**config.mk**
```make
export PLATFORM = sky130hd
export DESIGN_NAME = enc_cfg_seq
export DESIGN_NICKNAME = d
export VERILOG_FILES = /design/src/rtl/enc_cfg_pkg.sv /design/src/rtl/enc_pg_rise.sv /design/src/rtl/enc_cfg_xact.sv /design/src/rtl/enc_poll_timer.sv /design/src/rtl/enc_cfg_fsm.sv /design/src/rtl/enc_cfg_seq.sv
export SDC_FILE = /design/constraint.sdc
export NUM_CORES = 1
export LEC_CHECK = 0
export BUFFER_PORTS_ARGS = -buffer_cell sky130_fd_sc_hd__buf_2
export CAP_MARGIN = 10
export CORE_MARGIN = 1.5
export CORE_UTILIZATION = 35
export CTS_CLUSTER_SIZE = 14
export DETAILED_ROUTE_END_ITERATION = 7
export GPL_TIMING_DRIVEN = 0
export PLACE_DENSITY_LB_ADDON = 0.1
export RECOVER_POWER = 100
export SLEW_MARGIN = 20
export SYNTH_ARGS = -nofsm -noshare
export SYNTH_HDL_FRONTEND = slang
export SYNTH_SLANG_ARGS = --single-unit
```
**constraint.sdc**
```tcl
create_clock -name clk_i -period 3.69 [get_ports clk_i]
set_clock_uncertainty 0.1 [all_clocks]
set_input_delay 0.369 -clock clk_i [delete_from_list [all_inputs] [get_ports clk_i]]
set_output_delay 0.369 -clock clk_i [all_outputs]
set_load 0.05 [all_outputs]
```
**src/rtl/enc_cfg_pkg.sv**
```systemverilog
package enc_cfg_pkg;

  typedef enum logic [3:0] {
    ST_IDLE,
    ST_BASE,
    ST_RANGE,
    ST_RES,
    ST_IPO,
    ST_TRI_CLR,
    ST_ARM,
    ST_RUN,
    ST_POLL,
    ST_OUT
  } seq_state_e;

  function automatic logic [7:0] put_bit(input logic [7:0] v, input logic [2:0] pos,
                                         input logic b);
    logic [7:0] r;
    r = v;
    r[pos] = b;
    return r;
  endfunction

endpackage

```
**src/rtl/enc_pg_rise.sv**
```systemverilog
module enc_pg_rise (
  input  logic clk_i,
  input  logic rst_ni,
  input  logic pgood_i,
  output logic rise_o
);
  logic pg_q;

  always_ff @(posedge clk_i or negedge rst_ni) begin
    if (!rst_ni) pg_q <= 1'b0;
    else         pg_q <= pgood_i;
  end

  assign rise_o = pgood_i & ~pg_q;
endmodule

```
**src/rtl/enc_cfg_xact.sv**
```systemverilog
module enc_cfg_xact #(
  parameter int unsigned ADDR_W = 8
) (
  input  logic              clk_i,
  input  logic              rst_ni,
  input  logic              issue_i,
  input  logic              we_i,
  input  logic [ADDR_W-1:0] addr_i,
  input  logic [7:0]        wdata_i,
  input  logic              ack_i,
  output logic              req_o,
  output logic              we_o,
  output logic [ADDR_W-1:0] addr_o,
  output logic [7:0]        wdata_o,
  output logic              cmpl_o
);
  always_ff @(posedge clk_i or negedge rst_ni) begin
    if (!rst_ni) begin
      req_o   <= 1'b0;
      we_o    <= 1'b0;
      addr_o  <= '0;
      wdata_o <= '0;
    end else if (req_o) begin
      if (ack_i) req_o <= 1'b0;
    end else if (issue_i) begin
      req_o   <= 1'b1;
      we_o    <= we_i;
      addr_o  <= addr_i;
      wdata_o <= wdata_i;
    end
  end

  assign cmpl_o = req_o & ack_i;
endmodule

```
**src/rtl/enc_poll_timer.sv**
```systemverilog
module enc_poll_timer #(
  parameter int unsigned LIMIT = 1024
) (
  input  logic clk_i,
  input  logic rst_ni,
  input  logic clr_i,
  input  logic inc_i,
  output logic last_o
);
  localparam int unsigned CW = (LIMIT < 2) ? 1 : $clog2(LIMIT);
  localparam logic [CW-1:0] LAST_V = CW'(LIMIT - 1);

  logic [CW-1:0] cnt_q;

  always_ff @(posedge clk_i or negedge rst_ni) begin
    if (!rst_ni)     cnt_q <= '0;
    else if (clr_i)  cnt_q <= '0;
    else if (inc_i)  cnt_q <= cnt_q + 1'b1;
  end

  assign last_o = (cnt_q == LAST_V);
endmodule

```
**src/rtl/enc_cfg_fsm.sv**
```systemverilog
module enc_cfg_fsm
  import enc_cfg_pkg::*;
#(
  parameter int unsigned ADDR_W      = 8,
  parameter int unsigned N_REGS      = 18,
  parameter logic [N_REGS*8-1:0] CFG_TABLE = '0,
  parameter int unsigned BASE_LAST   = 9,
  parameter int unsigned RANGE_FIRST = 10,
  parameter int unsigned RANGE_LAST  = 16,
  parameter int unsigned RES_ADDR    = 14,
  parameter int unsigned OE_ADDR     = 11,
  parameter int unsigned CTL_ADDR    = 17,
  parameter int unsigned STAT_ADDR   = 18,
  parameter int unsigned TRI_BIT     = 7,
  parameter int unsigned OUTLO_BIT   = 6,
  parameter int unsigned STOP_BIT    = 5,
  parameter int unsigned IPO_BIT     = 4,
  parameter int unsigned SUBRST_BIT  = 3
) (
  input  logic              clk_i,
  input  logic              rst_ni,
  input  logic              rise_i,
  input  logic              fine_en_i,
  input  logic              tri_mode_i,
  input  logic              xact_busy_i,
  input  logic              cmpl_i,
  input  logic              posok_i,
  input  logic              tmo_last_i,
  output logic              issue_o,
  output logic              we_o,
  output logic [ADDR_W-1:0] addr_o,
  output logic [7:0]        wdata_o,
  output logic              tmo_clr_o,
  output logic              tmo_inc_o,
  output logic              busy_o,
  output logic              done_o,
  output logic              err_o
);
  localparam logic [ADDR_W-1:0] BASE_LAST_A   = ADDR_W'(BASE_LAST);
  localparam logic [ADDR_W-1:0] RANGE_FIRST_A = ADDR_W'(RANGE_FIRST);
  localparam logic [ADDR_W-1:0] RANGE_LAST_A  = ADDR_W'(RANGE_LAST);
  localparam logic [ADDR_W-1:0] RES_A         = ADDR_W'(RES_ADDR);
  localparam logic [ADDR_W-1:0] OE_A          = ADDR_W'(OE_ADDR);
  localparam logic [ADDR_W-1:0] CTL_A         = ADDR_W'(CTL_ADDR);
  localparam logic [ADDR_W-1:0] STAT_A        = ADDR_W'(STAT_ADDR);
  localparam logic [2:0] TRI_P   = 3'(TRI_BIT);
  localparam logic [2:0] OUTLO_P = 3'(OUTLO_BIT);
  localparam logic [2:0] STOP_P  = 3'(STOP_BIT);
  localparam logic [2:0] IPO_P   = 3'(IPO_BIT);
  localparam logic [2:0] SUB_P   = 3'(SUBRST_BIT);

  localparam logic [7:0] CTL_TBL = CFG_TABLE[CTL_ADDR*8 +: 8];
  localparam logic [7:0] OE_TBL  = CFG_TABLE[OE_ADDR*8 +: 8];
  localparam logic [7:0] RES_TBL = CFG_TABLE[RES_ADDR*8 +: 8];
  localparam logic [7:0] IPO_VAL = put_bit(CTL_TBL, IPO_P, 1'b1);
  localparam logic [7:0] OE_REL  = put_bit(OE_TBL, TRI_P, 1'b0);

  seq_state_e        state_q;
  logic [ADDR_W-1:0] idx_q;
  logic              pend_q;
  logic              fine_q;
  logic              tri_q;

  logic [7:0] arm_val;
  logic [7:0] run_val;
  logic [7:0] idx_byte;

  function automatic logic [7:0] tbl_byte(input logic [ADDR_W-1:0] a);
    return CFG_TABLE[int'(a)*8 +: 8];
  endfunction

  assign arm_val  = put_bit(put_bit(IPO_VAL, SUB_P, 1'b1), OUTLO_P, tri_q);
  assign run_val  = put_bit(put_bit(arm_val, STOP_P, 1'b0), SUB_P, 1'b0);
  assign idx_byte = tbl_byte(idx_q);

  always_comb begin
    we_o    = 1'b1;
    addr_o  = idx_q;
    wdata_o = idx_byte;
    unique case (state_q)
      ST_BASE: ;
      ST_RANGE: if (idx_q == OE_A) wdata_o = put_bit(idx_byte, TRI_P, tri_q);
      ST_RES: begin
        addr_o  = RES_A;
        wdata_o = RES_TBL;
      end
      ST_IPO: begin
        addr_o  = CTL_A;
        wdata_o = IPO_VAL;
      end
      ST_TRI_CLR: begin
        addr_o  = OE_A;
        wdata_o = OE_REL;
      end
      ST_ARM: begin
        addr_o  = CTL_A;
        wdata_o = arm_val;
      end
      ST_RUN: begin
        addr_o  = CTL_A;
        wdata_o = run_val;
      end
      ST_POLL: begin
        we_o    = 1'b0;
        addr_o  = STAT_A;
        wdata_o = '0;
      end
      ST_OUT: begin
        addr_o  = tri_q ? OE_A : CTL_A;
        wdata_o = tri_q ? OE_REL : put_bit(run_val, OUTLO_P, 1'b1);
      end
      default: begin
        we_o    = 1'b0;
        wdata_o = '0;
      end
    endcase
  end

  assign issue_o   = (state_q != ST_IDLE) && !xact_busy_i && !pend_q;
  assign tmo_clr_o = cmpl_i && (state_q == ST_RUN);
  assign tmo_inc_o = cmpl_i && (state_q == ST_POLL) && !posok_i && !pend_q;

  always_ff @(posedge clk_i or negedge rst_ni) begin
    if (!rst_ni) begin
      state_q <= ST_IDLE;
      idx_q   <= '0;
      pend_q  <= 1'b0;
      fine_q  <= 1'b0;
      tri_q   <= 1'b0;
      busy_o  <= 1'b0;
      done_o  <= 1'b0;
      err_o   <= 1'b0;
    end else begin
      if (cmpl_i) begin
        if (pend_q) begin
          state_q <= ST_BASE;
          idx_q   <= '0;
          pend_q  <= 1'b0;
        end else begin
          unique case (state_q)
            ST_BASE: begin
              if (idx_q == BASE_LAST_A) begin
                if (fine_q) begin
                  state_q <= ST_RANGE;
                  idx_q   <= RANGE_FIRST_A;
                end else begin
                  state_q <= ST_RES;
                end
              end else begin
                idx_q <= idx_q + 1'b1;
              end
            end
            ST_RANGE: begin
              if (idx_q == RANGE_LAST_A) state_q <= ST_ARM;
              else                       idx_q   <= idx_q + 1'b1;
            end
            ST_RES:     state_q <= ST_IPO;
            ST_IPO:     state_q <= ST_TRI_CLR;
            ST_ARM:     state_q <= ST_RUN;
            ST_RUN:     state_q <= ST_POLL;
            ST_POLL: begin
              if (posok_i) begin
                state_q <= ST_OUT;
              end else if (tmo_last_i) begin
                state_q <= ST_IDLE;
                busy_o  <= 1'b0;
                err_o   <= 1'b1;
              end
            end
            ST_TRI_CLR, ST_OUT: begin
              state_q <= ST_IDLE;
              busy_o  <= 1'b0;
              done_o  <= 1'b1;
            end
            default: state_q <= ST_IDLE;
          endcase
        end
      end
      if (rise_i) begin
        busy_o <= 1'b1;
        done_o <= 1'b0;
        err_o  <= 1'b0;
        fine_q <= fine_en_i;
        tri_q  <= tri_mode_i;
        if (xact_busy_i && !cmpl_i) begin
          pend_q <= 1'b1;  // let the open handshake finish first
        end else begin
          state_q <= ST_BASE;
          idx_q   <= '0;
          pend_q  <= 1'b0;
        end
      end
    end
  end
endmodule

```
**src/rtl/enc_cfg_seq.sv**
```systemverilog
module enc_cfg_seq #(
  parameter int unsigned ADDR_W      = 8,
  parameter int unsigned N_REGS      = 18,
  parameter logic [N_REGS*8-1:0] CFG_TABLE =
    144'hA0_00_00_00_00_00_8E_00_00_18_09_60_C0_C0_C0_C0_A0_A0,
  parameter int unsigned BASE_LAST   = 9,
  parameter int unsigned RANGE_FIRST = 10,
  parameter int unsigned RANGE_LAST  = 16,
  parameter int unsigned RES_ADDR    = 14,
  parameter int unsigned OE_ADDR     = 11,
  parameter int unsigned CTL_ADDR    = 17,
  parameter int unsigned STAT_ADDR   = 18,
  parameter int unsigned TRI_BIT     = 7,
  parameter int unsigned OUTLO_BIT   = 6,
  parameter int unsigned STOP_BIT    = 5,
  parameter int unsigned IPO_BIT     = 4,
  parameter int unsigned SUBRST_BIT  = 3,
  parameter int unsigned POSOK_BIT   = 0,
  parameter int unsigned POLL_LIMIT  = 1024
) (
  input  logic              clk_i,
  input  logic              rst_ni,
  input  logic              pgood_i,
  input  logic              fine_en_i,
  input  logic              tri_mode_i,
  output logic              req_o,
  input  logic              ack_i,
  output logic              we_o,
  output logic [ADDR_W-1:0] addr_o,
  output logic [7:0]        wdata_o,
  input  logic [7:0]        rdata_i,
  output logic              busy_o,
  output logic              done_o,
  output logic              err_o
);
  localparam logic [2:0] POSOK_P = 3'(POSOK_BIT);

  logic              pg_rise;
  logic              issue;
  logic              cmpl;
  logic              nx_we;
  logic [ADDR_W-1:0] nx_addr;
  logic [7:0]        nx_wdata;
  logic              tmo_clr;
  logic              tmo_inc;
  logic              tmo_last;
  logic              posok;
  logic              unused_rdata;

  assign posok        = rdata_i[POSOK_P];
  assign unused_rdata = ^rdata_i;

  enc_pg_rise u_rise (
    .clk_i   (clk_i),
    .rst_ni  (rst_ni),
    .pgood_i (pgood_i),
    .rise_o  (pg_rise)
  );

  enc_cfg_fsm #(
    .ADDR_W      (ADDR_W),
    .N_REGS      (N_REGS),
    .CFG_TABLE   (CFG_TABLE),
    .BASE_LAST   (BASE_LAST),
    .RANGE_FIRST (RANGE_FIRST),
    .RANGE_LAST  (RANGE_LAST),
    .RES_ADDR    (RES_ADDR),
    .OE_ADDR     (OE_ADDR),
    .CTL_ADDR    (CTL_ADDR),
    .STAT_ADDR   (STAT_ADDR),
    .TRI_BIT     (TRI_BIT),
    .OUTLO_BIT   (OUTLO_BIT),
    .STOP_BIT    (STOP_BIT),
    .IPO_BIT     (IPO_BIT),
    .SUBRST_BIT  (SUBRST_BIT)
  ) u_fsm (
    .clk_i       (clk_i),
    .rst_ni      (rst_ni),
    .rise_i      (pg_rise),
    .fine_en_i   (fine_en_i),
    .tri_mode_i  (tri_mode_i),
    .xact_busy_i (req_o),
    .cmpl_i      (cmpl),
    .posok_i     (posok),
    .tmo_last_i  (tmo_last),
    .issue_o     (issue),
    .we_o        (nx_we),
    .addr_o      (nx_addr),
    .wdata_o     (nx_wdata),
    .tmo_clr_o   (tmo_clr),
    .tmo_inc_o   (tmo_inc),
    .busy_o      (busy_o),
    .done_o      (done_o),
    .err_o       (err_o)
  );

  enc_cfg_xact #(.ADDR_W(ADDR_W)) u_xact (
    .clk_i   (clk_i),
    .rst_ni  (rst_ni),
    .issue_i (issue),
    .we_i    (nx_we),
    .addr_i  (nx_addr),
    .wdata_i (nx_wdata),
    .ack_i   (ack_i),
    .req_o   (req_o),
    .we_o    (we_o),
    .addr_o  (addr_o),
    .wdata_o (wdata_o),
    .cmpl_o  (cmpl)
  );

  enc_poll_timer #(.LIMIT(POLL_LIMIT)) u_tmo (
    .clk_i  (clk_i),
    .rst_ni (rst_ni),
    .clr_i  (tmo_clr),
    .inc_i  (tmo_inc),
    .last_o (tmo_last)
  );
endmodule

```
======== Word level (Yosys, flattened, before mapping) ========
Cells that the tools add are included.
W data, S select, Z words.
operators by class
  add/sub/neg operators ................... 2
  multiply operators ...................... 0
  div/mod/pow operators ................... 0
  $lt $le $gt $ge ......................... 0
  equal/unequal tests ..................... 17
  shift operators ......................... 1
  multiplexer cells ....................... 48
  bitwise gates (word level) .............. 4
  reduce and logical (&&, ||, !) cells .... 25
operators with widths
  operator                     number
  $shiftx A144 B12 Y8 const A  1
  $mux W8                      9
  $pmux W8 S7                  1
  $pmux W8 S5                  1
  $mux W4                      8
  $pmux W4 S7                  1
  $mux W1                      23
  $mux W10                     2
  $eq A4 B3 Y1 const B         4
  $eq A8 B4 Y1 const B         2
  $pmux W8 S2                  1
  $add A10 B1 Y10 const B      1
  $eq A10 B10 Y1 const B       1
  $reduce_and A5 Y1            2
  $reduce_bool A2 Y1           5
  $add A8 B1 Y8 const B        1
  $eq A4 B2 Y1 const B         2
  $eq A4 B4 Y1 const B         2
  $eq A8 B5 Y1 const B         1
  $reduce_or A8 Y1             1
  $logic_and A1 B1 Y1          7
  $ne A3 B3 Y1 const B         2
  $mux W5                      1
  $eq A4 B1 Y1 const B         1
  12 further kinds             17
word-level totals
  bits in registers ....................... 47
  bits in latches ......................... 0
  bits in writable memories ............... 0
  ROM bits ................................ 0
  bits of input ports ..................... 14
  logic and storage cells ................. 111
  memories ................................ 0

======== Logic depth before layout (Yosys ltp) ========
Gate-level depths: netlist of the first run.
  word-level depth ........................ 8
  gate-level depth with buffers ........... 8
  depth with buffers taken out ............ 7

======== Cells and area by module ========
A second synthesis of the first run with hierarchy kept.
unflattened totals
  cells, all modules ...................... 321
  area, all modules ....................... 3,067.9 µm²
by module, submodules not included
  module          times used  cells each  area an instance (µm²)  seq. area each (µm²)
  enc_cfg_fsm     1           229         1,809.2                 450.4
  enc_cfg_xact    1           41          725.7                   450.4
  enc_poll_timer  1           49          494.2                   250.2
  enc_pg_rise     1           2           38.8                    25.0

======== Worst setup path after synthesis of the first run ========
Ideal clock, no wire load.
  path kind ............................... register -> register
  start ................................... reg u_fsm.idx_q[0]
  end ..................................... reg u_fsm.idx_q[5]
  library setup time ...................... 122 ps
  data arrival time ....................... 2,278 ps
  data required time ...................... 3,468 ps
  slack ................................... 1,191 ps
  stages on the path, launching flop included .. 9
  buffers on the path ..................... 1
  path through ............................ dfrtp_1 -> clkbuf_1 -> inv_1 -> ha_1 -> or4bb_1 -> o21ai_0 -> and2_1 -> o211ai_1 -> a32o_1
on the way
  longest elaborated chain between the ends .. 7
  elaborated cells between the ends (all ways) .. 10
  those cells by class .................... add/sub: 1; eq/ne: 2; mux: 7
RTL lines
  what                                   RTL line                                source
  start, declared                        enc_cfg_fsm.sv:59                       logic [ADDR_W-1:0] idx_q;
  start signal, assigned                 enc_cfg_fsm.sv:150                      idx_q <= idx_q + 1'b1;
  start signal, assigned                 enc_cfg_fsm.sv:155                      else idx_q <= idx_q + 1'b1;
  $add A8 B1 Y8 (tied with other cells)  enc_cfg_fsm.sv:150, enc_cfg_fsm.sv:155
  $mux W8 (on tied branches)             enc_cfg_fsm.sv:154, enc_cfg_fsm.sv:142
  $pmux W8 S2 (*)                        enc_cfg_fsm.sv:140                      unique case (state_q)
  $mux W8 (*)                            enc_cfg_fsm.sv:135                      if (pend_q) begin
  $mux W8 (*)                            enc_cfg_fsm.sv:134                      if (cmpl_i) begin
  $mux W8                                enc_cfg_fsm.sv:185                      if (xact_busy_i && !cmpl_i) begin
  $mux W8 (*)                            enc_cfg_fsm.sv:179                      if (rise_i) begin
Mark *: on every way between the ends. The rest lies on a longest branch, timed or not.
A chain may end at the register's enable or synchronous reset.

======== Worst setup path after layout of the first run ========
Ends and elaborated chain as after synthesis.

==> results of run 1 <==
==> metal layers <==
layer,vias to the layer above,share of wire,GRT usage
met4,0,0.0086,0.0500
met1,1231,0.50,0.281
met3,6,0.055,0.0357
met2,65,0.44,0.307
li1,1254,-,-
met5,-,0,0
==> registers in the layout, indices dropped and copies added (netlist names), 4 cells and up <==
| name | count |
|---|---|
| u_tmo.cnt_q | 10 |
| u_xact.wdata_o | 7 |
| u_xact.addr_o | 8 |
| u_fsm.state_q | 4 |
| u_fsm.idx_q | 8 |
==> synth_stat cells, drive strengths merged, types with 3 or more instances <==
cell	number
o211ai	5
nand3b	7
or3	3
o221ai	3
nand2b	9
nor2	30
nand2	41
nand3	15
a22o	8
o21ai	26
ha	4
nor2b	3
a21oi	22
clkbuf	18
xor2	6
dfrtp	46
a31oi	5
o22ai	5
and2	4
o21a	3
inv	7
nor3	12
a21o	5
or4b	3
==> cell families after synthesis <==
kind of cell               after synthesis  share of synthesized area
buffers and inverters                   27                     0.0386
AOI/OAI and AO/OA                      103                      0.245
xor gates and xnor gates                 8                     0.0254
adders and majority gates                4                     0.0181
muxes                                    1                    0.00408
and+or+nand+nor                        138                      0.251
DFF                                     46                      0.417
==> placed cells by master, fill, tap and decap left out, types with 3 or more instances in the layout <==
master	instances
or3_1	3
clkbuf_1	44
nand3b_1	7
nand2b_1	9
o21a_1	3
o211ai_1	5
a22o_1	8
nand3_1	15
ha_1	4
a21o_1	5
o221ai_1	3
inv_1	7
nor3_1	12
buf_2	4
nand2_1	41
clkbuf_8	5
a31oi_1	5
o22ai_1	5
a21oi_1	22
dfrtp_1	46
xor2_1	6
and2_1	3
nor2b_1	3
o21ai_0	26
nor2_1	30
==> cell type report <==
type / instances / area share
Buffer: 20 / 0.0255
Clock buffer: 7 / 0.0247
Clock inverter: 1 / 0.00971
Inverter: 7 / 0.00850
Multi-Input combinational cell: 254 / 0.484
Sequential cell: 46 / 0.372
Tap cell: 102 / 0.0413
Timing Repair Buffer: 27 / 0.0344
==> worst register-to-register path, stage by stage (launching register included) <==
cell and delay, ns:
dfrtp_1 0.41, clkbuf_1 0.27, inv_1 0.30, ha_1 0.19, or4bb_1 0.51, o21ai_0 0.47, and2_0 0.31, o211ai_1 0.14
a32o_1 0.29
==> stage by stage <==
stage / utilization / hold slack (ns) / instances / total power [mW] / worst slack, ns
finish: 0.402 / 0.102 / 464 / 1.57 / 0.601
global route: 0.402 / 0.104 / 464 / 1.67 / 0.429
CTS: 0.407 / 0.0858 / 464 / 1.60 / 0.675
detailed placement: 0.394 / 0.361 / 456 / 1.21 / 0.700
global placement: 0.393 / 0.356 / 456 / 1.21 / 0.707
floorplan: - / -0.0266 / 327 / 1.04 / 1.19
==> path summary, 6_finish.rpt <==
| kind | start | to | slack, ns | cells after the start |
|---|---|---|---|---|
| min | pgood_i | u_rise.pg_q | 0.10 | 1 |
| max | u_fsm.idx_q[0] | u_fsm.idx_q[5] | 0.60 | 8 |
| min reg2reg | u_xact.addr_o[1] | u_xact.addr_o[1] | 0.38 | 2 |
| min in group asynchronous | rst_ni | u_tmo.cnt_q[5] | 0.74 | 1 |
| max reg2reg | u_fsm.idx_q[0] | u_fsm.idx_q[5] | 0.60 | 8 |
| max in group asynchronous | rst_ni | u_xact.wdata_o[0] | 1.33 | 1 |
==> power breakdown <==
part | switching, mW | internal [mW] | total [mW]
clock | 0.175 | 0.203 | 0.378
sequential | 0.0480 | 0.563 | 0.611
combinational | 0.428 | 0.154 | 0.582
total | 0.652 | 0.920 | 1.57
==> out/qor.txt, run 1 <==
status: finished with violations
failing checks: capacitance limit, slew limit
family with the most delay on the worst path: compound AO/OA/AOI/OAI gates
CP bufs+invs: 2
Total Wirelength: 7660 um
cts hold-fix bufs: 0
initial antenna violation count: 0
Synth area leaders: dfrtp_1 (42%), nand2_1 (5.6%), o21ai_0 (4.7%), nor2_1 (4.1%), a21oi_1 (4.0%)
Setup crit end kind: flip-flop
H-tree levels: 2
Worst IR Drop VDD: 327 uV
MaxCap Viol Count: 1
clk sinks: 46
RSZ-0062 raised after global routing: no
Critical Path Slowest Stage Cell: or4bb_1
Area Growth Syn to Fin: 12.2%
Post-synth EDFFs: 0
post-route ant nets: 0
final setup violation count: 0
Cell variety after synth: 50
Worst path max stage delay: 0.51 ns
Worst EP arrival: 3.18 ns
Final Cycle Share: 0.837
largest net degree at the start of global routing: 47
FILL cells: 851
Ports: 35
crit path cell chain: clkbuf_1 -> inv_1 -> ha_1 -> or4bb_1 -> o21ai_0 -> and2_0 -> o211ai_1 -> a32o_1
Clk pin slew, worst setup/hold paths: 0.09 ns
Final Cell Area: 3090 sq um
crit path time final: 3.09 ns
clk root buf: clkbuf_8
asr flop ratio synth: 1.00
HP Class: primary input to flip-flop
Mapped Nets: 345
Die Footprint: 8420 sq um
DPL Wire Length: 5580 um
Slew Viols, Final: 47
sequential share of the synthesized area: 0.417
DR vias: 2,556
Initial Util: 0.359
Routed WL per cell: 16.5 um
vias in the first global route: 2,530
Mapped Cells: 327
num rows: 32
first-pass GRT wire length: 13,100 um
CTS tree: done
Final Hold Fails: 0
CTS Buf Count: 5
clock latency on the worst-skew pair: 0.30 ns
layout cells sized above 1: 0.0414
Max-slew headroom: -0.678
Synth area leader: dfrtp_1
Core Box Area: 7690 sq um
CP required: 3.78 ns
Die Y: 91.8 um
clock buffer depth: 2
prevailing post-synth register cell: dfrtp_1
1st-iter DRT viols: 196
critical path fanouts, max: 9
post-synthesis sequential element count: 46
gp weighted congestion: 0.833
Seq. cell area: 1150 sq um
synthesized cell area: 2760 sq um
Post-DP Area: 3030 sq um
# diodes: 0
share of the synthesized area in the top cell type: 0.417
buffer count from post-CTS setup fixing: 0
TNS Setup: 0 ns
static leakage: 1.28 nW
Worst Setup Start Kind: flip-flop
Ys Warns: 0
Gates resized, CTS repair: 0
critical path type: flip-flop to flip-flop
DR DRC count: 0
syn avg cell area: 8.43 sq um
Pwr Density: 508 nW/um^2
router iterations before antenna repair: 4
FMAX: 0.324 GHz
die width: 91.8 um
multi-input logic area: 1500 sq um
fin nets: 379
GRT Resource Usage Total: 0.197
GR Overflow Total: 0
vias per cell: 5.51
IO buf count: 27
worst slew pin tran: 2.52 ns
Power figures use the tool's default switching activity.
==> run 2: changes to the inputs <==
==> constraint.sdc (replaced) <==
create_clock -name clk_i -period 3 [get_ports clk_i]
set_clock_uncertainty 0.1 [all_clocks]
set_input_delay 0.3 -clock clk_i [delete_from_list [all_inputs] [get_ports clk_i]]
set_output_delay 0.3 -clock clk_i [all_outputs]
set_load 0.05 [all_outputs]
==> run 2 against run 1 <==
  * Clock power increased by 22%
  * First-iteration DRC count decreased by 5.6%
  * Critical path type unchanged
  * Cell area increased by 0.49%
  * The run now ends clean
  * Critical path depth unchanged
  * Sequential power increased by 23%
  * Critical endpoint unchanged
==> out/qor.txt, run 2 (same netlist as run 1, synthesis figures left out) <==
status: completed
Die Footprint: 8420 sq um (unchanged)
TNS Setup: 0 ns (unchanged)
Worst Setup Start Kind: flip-flop
1st-iter DRT viols: 185 (-5.6%)
clock latency on the worst-skew pair: 0.30 ns (about the same)
hold_ws: 0.0326 ns (-0.0691 ns)
Final Cycle Share: 0.947 (+0.110)
Worst setup startpoint: u_fsm.idx_q[0]
crit path cell chain: clkbuf_1 -> inv_1 -> ha_1 -> or4bb_1 -> o21ai_2 -> and2_0 -> o211ai_1 -> a32o_1
gp weighted congestion: 0.833 (unchanged)
largest net degree at the start of global routing: 47 (unchanged)
crit path time final: 2.84 ns (-0.246 ns)
end-of-flow core utilization: 0.404 (+0.00195)
Area Growth Syn to Fin: 12.7%
vias per cell: 5.61 (+1.9%)
Hold Startpoint: pgood_i
DPL Wire Length: 5580 um (unchanged)
die width: 91.8 um (unchanged)
Worst EP arrival: 2.93 ns (-0.25 ns)
vias in the first global route: 2,530 (unchanged)
CTS Buf Count: 5 (unchanged)
static leakage: 1.29 nW (+0.60%)
Core Box Area: 7690 sq um (unchanged)
CTS tree: done
top sig layer: met4
Total Wirelength: 7640 um (-0.37%)
Initial Util: 0.359 (unchanged)
biggest registers after layout: u_tmo.cnt_q (10), u_fsm.idx_q (8), u_xact.addr_o (8)
Routed met1 length: 3760 um (-1.5%)
leading cell types in the layout, fill and taps excluded: dfrtp_1 (46), clkbuf_1 (43), nand2_1 (41), nor2_1 (30), o21ai_0 (25)
RSZ-0062 raised after global routing: no
initial antenna violation count: 0 (unchanged)
clock buffer depth: 2 (unchanged)
Critical Path Slowest Stage Cell: or4bb_1
GR Overflow Total: 0 (unchanged)
IO buf count: 27 (unchanged)
FMAX: 0.352 GHz (+8.7%)
critical path type: flip-flop to flip-flop
Setup crit end kind: flip-flop
Routed WL per cell: 16.4 um (-0.58%)
Pwr Density: 622 nW/um^2 (+22%)
Clk pin slew, worst setup/hold paths: 0.09 ns (about the same)
worst slew pin tran: 1.18 ns (-1.33 ns)
DR vias: 2,609 (+2.1%)
layout cells sized above 1: 0.0468 (+0.00540)
DR DRC count: 0 (unchanged)
most common cell after layout, fill and taps aside: dfrtp_1
first-pass GRT wire length: 13,100 um (unchanged)
max reg flops: 10 (unchanged)
final setup violation count: 0 (unchanged)
H-tree levels: 2 (unchanged)
DR WL met3: 409 um (-2.4%)
Worst path max stage delay: 0.54 ns (+0.03 ns)
clk root buf: clkbuf_8
MaxCap Viol Count: 0 (-1)
DR WL met2: 3400 um (+1.1%)
router iterations before antenna repair: 5 (+1)
Max-slew headroom: 0.205 (+0.882)
Slew Viols, Final: 0 (-100%)
post-route ant nets: 0 (unchanged)
fin nets: 380 (+0.26%)
num rows: 32 (unchanged)
Ports: 35 (unchanged)
total power: 1.93 mW (+23%)
buffer count from post-CTS setup fixing: 0 (unchanged)
critical path fanouts, max: 9 (unchanged)
HP Class: primary input to flip-flop
Top reg by flops: u_tmo.cnt_q
Die Y: 91.8 um (unchanged)
# diodes: 0 (unchanged)
GRT Resource Usage Total: 0.197 (unchanged)
worst r2r src: u_fsm.idx_q[0]
clk sinks: 46 (unchanged)
Final Hold Fails: 0 (unchanged)
Worst IR Drop VDD: 401 uV (+23%)
CP required: 3.09 ns (-0.69 ns)
[run 2: layout make-up]
class,count,area [sq um]
fill,850,4580
multi-input combinational,254,1500
sequential,46,1150
tap,102,128
timing repair buffer,28,118
buffer,20,78.8
clock buffer,7,76.3
clock inverter,1,30.0
inverter,7,26.3
[run 2: worst paths after layout]
| check | end | slack, ns | cells past startpoint |
|---|---|---|---|
| max | u_fsm.idx_q[5] | 0.16 | 8 |
| min | u_rise.pg_q | 0.03 | 1 |
| max reg2reg | u_fsm.idx_q[5] | 0.16 | 8 |
| min in group asynchronous | u_tmo.cnt_q[6] | 0.67 | 2 |
| max in group asynchronous | u_fsm.idx_q[7] | 1.42 | 2 |
| min reg2reg | u_xact.addr_o[1] | 0.38 | 2 |
[run 2: through the flow]
stage / instances / setup slack [ns] / area (sq um)
2_1_floorplan: 327 / 0.501 / 2760
3_3_place_gp: 456 / 0.0171 / 3020
3_5_place_dp: 456 / 0.0101 / 3030
4_1_cts: 464 / 0.132 / 3130
5_1_grt: 465 / 0.0604 / 3110
6_report: 465 / 0.158 / 3110
[run 2: timing repair]
item | CTS | global route
hold buffers | 0 | 1
endpoints found under the setup margin | 2 | 2
gates cloned | 0 | 0
endpoints found under the hold margin | 0 | 46
gates resized for setup | 1 | 1
[run 2: report_power, final]
part | switching, mW | internal, mW
registers | 0.0595 | 0.693
logic | 0.528 | 0.190
clock network | 0.214 | 0.250
[run 2: critical path: cells and delay by family, from the launching register on]
kind,cells,cell delay (ns)
flops,1,0.40
simple gates,2,0.82
fa+ha+maj,1,0.19
compound gates,3,0.66
buf+inv,2,0.57
[run 2: layer usage]
metal	up-vias	track usage
met3	7	0.0357
met1	1260	0.281
met5	-	0
met2	84	0.307
met4	0	0.0500
li1	1258	-
